### src/rtl/irq_ctrl_pkg.sv
package irq_ctrl_pkg;
   typedef enum logic {
      SEL_MASK = 1'b0,
      SEL_STAT = 1'b1
   } reg_sel_e;
endpackage

### src/rtl/irq_in_sync.sv
module irq_in_sync #(
   parameter int NSRC        = 32,
   parameter int SYNC_STAGES = 2
) (
   input  logic            clk,
   input  logic            rst_n,
   input  logic [NSRC-1:0] src_i,
   output logic [NSRC-1:0] lvl_o,
   output logic [NSRC-1:0] rise_o
);
   localparam int LAST = SYNC_STAGES - 1;

   logic [SYNC_STAGES-1:0][NSRC-1:0] stage_q;
   logic [NSRC-1:0]                  prev_q;

   always_ff @(posedge clk or negedge rst_n) begin
      if (!rst_n) begin
         stage_q <= '0;
         prev_q  <= '0;
      end else begin
         stage_q[0] <= src_i;
         for (int k = 1; k < SYNC_STAGES; k++) begin
            stage_q[k] <= stage_q[k-1];
         end
         prev_q <= stage_q[LAST];
      end
   end

   assign lvl_o  = stage_q[LAST];
   assign rise_o = stage_q[LAST] & ~prev_q;
endmodule

### src/rtl/irq_pend_bank.sv
module irq_pend_bank #(
   parameter int              NSRC         = 32,
   parameter logic [NSRC-1:0] EDGE_SRC     = '1,
   parameter bit              ACK_ZERO_CLR = 1'b0
) (
   input  logic            clk,
   input  logic            rst_n,
   input  logic [NSRC-1:0] lvl_i,
   input  logic [NSRC-1:0] rise_i,
   input  logic            ack_wr_i,
   input  logic [NSRC-1:0] ack_data_i,
   output logic [NSRC-1:0] pend_o
);
   logic [NSRC-1:0] set_vec;
   logic [NSRC-1:0] ack_vec;

   assign set_vec = (EDGE_SRC & rise_i) | (~EDGE_SRC & lvl_i);

   generate
      if (ACK_ZERO_CLR) begin : g_ack_zero
         assign ack_vec = ack_wr_i ? ~ack_data_i : '0;
      end else begin : g_ack_one
         assign ack_vec = ack_wr_i ? ack_data_i : '0;
      end

      for (genvar i = 0; i < NSRC; i++) begin : g_bit
         logic bit_q;
         if (!EDGE_SRC[i] && !ACK_ZERO_CLR) begin : g_follow
            always_ff @(posedge clk or negedge rst_n) begin
               if (!rst_n) bit_q <= 1'b0;
               else        bit_q <= set_vec[i];
            end
         end else begin : g_latch
            always_ff @(posedge clk or negedge rst_n) begin
               if (!rst_n) bit_q <= 1'b0;
               else        bit_q <= set_vec[i] | (bit_q & ~ack_vec[i]);
            end
         end
         assign pend_o[i] = bit_q;
      end
   endgenerate
endmodule

### src/rtl/irq_mask_reg.sv
module irq_mask_reg #(
   parameter int NSRC = 32
) (
   input  logic            clk,
   input  logic            rst_n,
   input  logic            wr_i,
   input  logic [NSRC-1:0] wdata_i,
   output logic [NSRC-1:0] mask_o
);
   always_ff @(posedge clk or negedge rst_n) begin
      if (!rst_n)    mask_o <= '0;
      else if (wr_i) mask_o <= wdata_i;
   end
endmodule

### src/rtl/irq_req_out.sv
module irq_req_out #(
   parameter int NSRC = 32
) (
   input  logic            clk,
   input  logic            rst_n,
   input  logic [NSRC-1:0] pend_i,
   input  logic [NSRC-1:0] mask_i,
   input  logic            gie_i,
   output logic            irq_o
);
   always_ff @(posedge clk or negedge rst_n) begin
      if (!rst_n) irq_o <= 1'b0;
      else        irq_o <= gie_i & (|(pend_i & mask_i));
   end
endmodule

### src/rtl/irq_latch_ctrl.sv
module irq_latch_ctrl
   import irq_ctrl_pkg::*;
#(
   parameter int              NSRC         = 32,
   parameter int              DW           = 32,
   parameter int              SYNC_STAGES  = 2,
   parameter logic [NSRC-1:0] EDGE_SRC     = 32'h0000_FFFF,
   parameter bit              ACK_ZERO_CLR = 1'b0
) (
   input  logic            clk,
   input  logic            rst_n,
   input  logic [NSRC-1:0] irq_src,
   input  logic            glob_ie,
   input  logic            reg_wr,
   input  logic            reg_addr,
   input  logic [DW-1:0]   reg_wdata,
   output logic [DW-1:0]   reg_rdata,
   output logic            cpu_irq
);
   generate
      if (NSRC < 1 || NSRC > 32) begin : g_bad_nsrc
         $error("NSRC must lie in 1..32");
      end
      if (DW < NSRC) begin : g_bad_dw
         $error("DW must be at least NSRC");
      end
      if (SYNC_STAGES < 2) begin : g_bad_sync
         $error("SYNC_STAGES must be at least 2");
      end
   endgenerate

   logic [NSRC-1:0] lvl_w, rise_w, pend_w, mask_w;
   logic            wr_mask, wr_stat;

   assign wr_mask = reg_wr && (reg_sel_e'(reg_addr) == SEL_MASK);
   assign wr_stat = reg_wr && (reg_sel_e'(reg_addr) == SEL_STAT);

   irq_in_sync #(.NSRC(NSRC), .SYNC_STAGES(SYNC_STAGES)) u_sync (
      .clk(clk), .rst_n(rst_n), .src_i(irq_src),
      .lvl_o(lvl_w), .rise_o(rise_w));

   irq_pend_bank #(.NSRC(NSRC), .EDGE_SRC(EDGE_SRC), .ACK_ZERO_CLR(ACK_ZERO_CLR)) u_pend (
      .clk(clk), .rst_n(rst_n), .lvl_i(lvl_w), .rise_i(rise_w),
      .ack_wr_i(wr_stat), .ack_data_i(reg_wdata[NSRC-1:0]), .pend_o(pend_w));

   irq_mask_reg #(.NSRC(NSRC)) u_mask (
      .clk(clk), .rst_n(rst_n), .wr_i(wr_mask),
      .wdata_i(reg_wdata[NSRC-1:0]), .mask_o(mask_w));

   irq_req_out #(.NSRC(NSRC)) u_req (
      .clk(clk), .rst_n(rst_n), .pend_i(pend_w), .mask_i(mask_w),
      .gie_i(glob_ie), .irq_o(cpu_irq));

   always_comb begin
      reg_rdata = '0;
      reg_rdata[NSRC-1:0] = (reg_sel_e'(reg_addr) == SEL_STAT) ? pend_w : mask_w;
   end
endmodule

### config.mk
export PLATFORM = sky130hd
export DESIGN_NAME = irq_latch_ctrl
export DESIGN_NICKNAME = d
export VERILOG_FILES = /design/src/rtl/irq_ctrl_pkg.sv /design/src/rtl/irq_in_sync.sv /design/src/rtl/irq_pend_bank.sv /design/src/rtl/irq_mask_reg.sv /design/src/rtl/irq_req_out.sv /design/src/rtl/irq_latch_ctrl.sv
export SDC_FILE = /design/constraint.sdc
export NUM_CORES = 1
export LEC_CHECK = 0
export ABC_AREA = 1
export ABC_CLOCK_PERIOD_IN_PS = 2200
export BUFFER_PORTS_ARGS = -buffer_cell sky130_fd_sc_hd__buf_2
export CORE_MARGIN = 2
export CORE_UTILIZATION = 61
export CTS_BUF_LIST = sky130_fd_sc_hd__clkbuf_16
export CTS_CLUSTER_DIAMETER = 100
export CTS_CLUSTER_SIZE = 12
export DETAILED_ROUTE_END_ITERATION = 10
export GPL_TIMING_DRIVEN = 0
export PLACE_DENSITY = 0.91
export SLEW_MARGIN = 5
export SYNTH_ARGS = -nofsm -noshare
export SYNTH_HDL_FRONTEND = slang
export SYNTH_HIERARCHICAL = 1
export SYNTH_SLANG_ARGS = --single-unit
### constraint.sdc
create_clock -name clk -period 2.2 [get_ports clk]
set_input_delay 0.22 -clock clk [delete_from_list [all_inputs] [get_ports clk]]
set_output_delay 0.22 -clock clk [all_outputs]
set_load 0.02 [all_outputs]
# After elaboration in Yosys (flattened, before gate mapping)
# Index checks and enable logic that the tools add are counted.
# op_classes
muxes	2
n_bitwise	54
reduce_logical	3
# ops
operator	n
$and 32x32->32	1
$mux 32	1
$or 16x32->32	1
$reduce_or 32->1	1
$and 1x1->1	17
$not 1->1	17
$and 16x16->16	1
$mux 16	1
$not 16->16	1
$or 1x1->1	16
$logic_and 1x1->1	2
# totals
regBits	145
in_bits	69
out_inout_bits	33

# Longest topological paths before layout
# logic_depth
depth_word	5
ltp_mapped	9

# By module
# The synthesis kept the hierarchy.
# modules_own_cells
module	n_inst	cells_each	area_each_um2
irq_in_sync	1	192	2962.8
irq_pend_bank	1	130	1330.0
irq_mask_reg	1	136	1292.5
irq_latch_ctrl	1	108	489.2
irq_req_out	1	65	266.5

# Worst setup path after synthesis
# Ideal clock, no wire load.
# synth_path
kind	input-to-reg
start	input reg_addr
end	register u_mask.mask_o[0]
t_arrival_ps	985
t_required_ps	2084
setup_slack_ps	1099
path_stages	8
cell_sequence	buf_6 > buf_6 > nor2_1 > buf_6 > inv_8 > buf_12 > nand2_2 > nand2_1
# synth_via
elab_chain_cells	2
# synth_lines
element	line	text
from (decl)	irq_latch_ctrl.sv:15	input logic reg_addr,
$not 1->1	irq_latch_ctrl.sv:35	assign wr_mask = reg_wr && (reg_sel_e'(reg_addr) == SEL_MASK);
$logic_and 1x1->1	irq_latch_ctrl.sv:35	
via wr_mask	irq_latch_ctrl.sv:33	logic wr_mask, wr_stat;
to (signal assigned)	irq_mask_reg.sv:12	else if (wr_i) mask_o <= wdata_i;
to (decl)	irq_mask_reg.sv:8	output logic [NSRC-1:0] mask_o
# The timed path passes the listed nets, and every way through them passes these cells.
# A chain may end at the register's enable or synchronous reset.

# Worst setup path in the final report
# layout_path
start	register u_pend.g_bit[17].bit_q
end	output reg_rdata[17]
# layout_via
elab_chain_cells	1
# layout_lines
element	line	text
from (decl)	irq_pend_bank.sv:27	logic bit_q;
from (signal assigned)	irq_pend_bank.sv:31	else bit_q <= set_vec[i];
$mux 32	irq_latch_ctrl.sv:56	reg_rdata[NSRC-1:0] = (reg_sel_e'(reg_addr) == SEL_STAT) ? pend_w : mask_w;
to (decl)	irq_latch_ctrl.sv:17	output logic [DW-1:0] reg_rdata,
# Every way passes these cells.

==> metrics.csv <==
metric;value;unit
clk buf depth;2;
critical path type;register to output pin;
Rel. slew slack;0.639;
Post-Syn Instances;567;
Crit path top cell by count;nand2_1;
Buf/Inv on CP;2;
Core Area;0.00911;mm^2
Arr. time, crit path;1.23;ns
sequential fraction of design power;0.453;
RSZ-0062 raised after global routing;false;
final core utilization;0.798;
Clk Latency, worst-skew pair;0.42;ns
total power;6.58;mW
CP max FO;2;
CP top delay family;flip-flops;
PortBufs;100;
Nets;792;
Clock power frac;0.419;
Die Height;100;um
total die area;0.0101;mm^2
peak supply drop;0.000688;V
first-pass GRT wire length;19.3;mm
status;complete, no violations;
Detailed Routing Iterations Pass 1;5;
Worst Path Required;1.98;ns
Tightest Pin Transition;0.542;ns
Die X;100;um
CP endpoint kind;output pin;
share of layout cells above drive strength 1;0.327;
clock skew;0.0130;ns
max-cap violations;0;
met2 Usage GRT;0.447;
Sw Ratio;0.268;
GP Congestion;0.778;
wire per inst;14.3;um
CP max stage cell;dfrtp_1;
First DRT Iteration DRCs;165;
fmax;0.688;GHz
dpl hpwl;7.38;mm
M3 GR Usage;0.0627;
critical path's largest stage delay;0.39;ns
# DRC;0;
Initial Utilization;0.621;
Pins Over Slew Limit;0;
startpoint types;register;
leakage power total;3.93;nW
H-tree depth;4;
NetSw;1.76;mW
busiest grt layer;met2;
fin crit share;0.661;
Final Hold Violating Endpoints;0;
Final ANT Viol Nets;0;
crit path time final;1.45;ns
Post-Syn Nets;636;
num ports;102;
internal power;4.82;mW
site row count;35;
Hold/Removal Path Class;input port to register;
clock root buffer;clkbuf_16;
GRT Total Usage;0.260;
Antenna Cells;0;
vias per cell;4.81;
Vias;4078;
Post-Route WL;12.1;mm
CTS tree;done;
# Post-CTS Setup Buffers;0;
vias in the first global route;4197;
post-route setup TNS;0;ns
clock sinks;145;
power per cell area;906;mW/mm^2
CTS resizes;0;
CP Cell Sequence;buf_4, nand2_1, nand2_1, buf_2;
met1 usage;0.302;
grt total ovfl;0;
post-synthesis cell area;0.00566;mm^2
Setup violations, final;0;
Ys Warns;6;
Area Overhead vs Synth;28.3;%
largest net degree at the start of global routing;88;
clock slew at reported path FFs;0.07;ns
Layout fillers;535;
Gate power share;0.127;
syn_area_per_cell;9.98;um^2
antenna violations before repair;0;
TritonCTS Buffers;17;
## state kept, by name (all words and copies together) (netlist names)
register	count
u_mask/mask_o	32
u_pend/g_bit.bit_q	32
u_sync/lvl_o	32
u_sync/stage_q	32
u_sync/prev_q	16
u_req/irq_o	1
## timing repair
action | CTS | global route
hold buffers | 36 | 0
setup endpoints to repair | 0 | 0
hold endpoints to repair | 93 | 0
## tightest hold or removal path, stage by stage
cell,delay (ns)
buf_2,0.08
nand2_1,0.04
nand2_1,0.06
## final timing paths
check / startpoint / to / slack (ns) / depth (start not counted)
worst min register to register: u_sync/stage_q[24] / u_sync/lvl_o[24] / 0.35 / 0
min in group asynchronous: rst_n / u_mask/mask_o[1] / 0.33 / 2
worst min-delay path: reg_wdata[17] / u_mask/mask_o[17] / 0.02 / 3
worst max-delay path: u_pend/g_bit[17].bit_q / reg_rdata[17] / 0.75 / 4
worst max register to register: u_pend/g_bit[13].bit_q / u_req/irq_o / 0.92 / 7
max in group asynchronous: rst_n / u_pend/g_bit[31].bit_q / 1.10 / 3
## cells in the final DEF, fill, tap and decap left out, drive strengths merged
cell         count
a21oi            1
buf            162
bufinv           1
clkbuf          20
clkinv           2
clkinvlp         3
dfrtp          145
dlygate4sd3     36
inv             46
nand2          293
nor2            27
## through the flow
step | setup WS, ns | std cells | instance area (um^2) | hold WS [ns]
6_report | 0.746 | 847 | 7260 | 0.0179
5_1_grt | 0.689 | 847 | 7260 | 0.0166
4_1_cts | 0.722 | 847 | 7260 | 0.00293
3_5_place_dp | 0.976 | 779 | 6330 | 0.218
3_3_place_gp | -0.957 | 778 | 6300 | 0.327
2_1_floorplan | 1.10 | 567 | 5660 | -0.0756
## power by group through the flow
stage	clock [mW]	sequential (mW)	combinational (mW)
after floorplan	0	3.00	0.499
final	2.76	2.98	0.839
after CTS	2.81	2.98	0.838
after detailed placement	0	3.02	0.781
after global placement	0	3.01	0.740
after global routing	2.92	3.01	0.929
## layer usage
| layer | vias up | wire length [um] |
|---|---|---|
| met1 | 1961 | 4630 |
| li1 | 1938 | - |
| met5 | - | 0 |
| met4 | 0 | 365 |
| met2 | 147 | 6460 |
| met3 | 32 | 634 |
## final cells by class
class	instances	area (um^2)	area share
timing repair buffer	137	895	0.123
multi-input combinational	321	1310	0.181
clock buffer	17	425	0.0586
clock inverter	15	145	0.0200
sequential	145	3630	0.499
buffer	64	567	0.0780
tap	111	139	0.0191
inverter	37	151	0.0208
(Power assumes the default switching activity.)
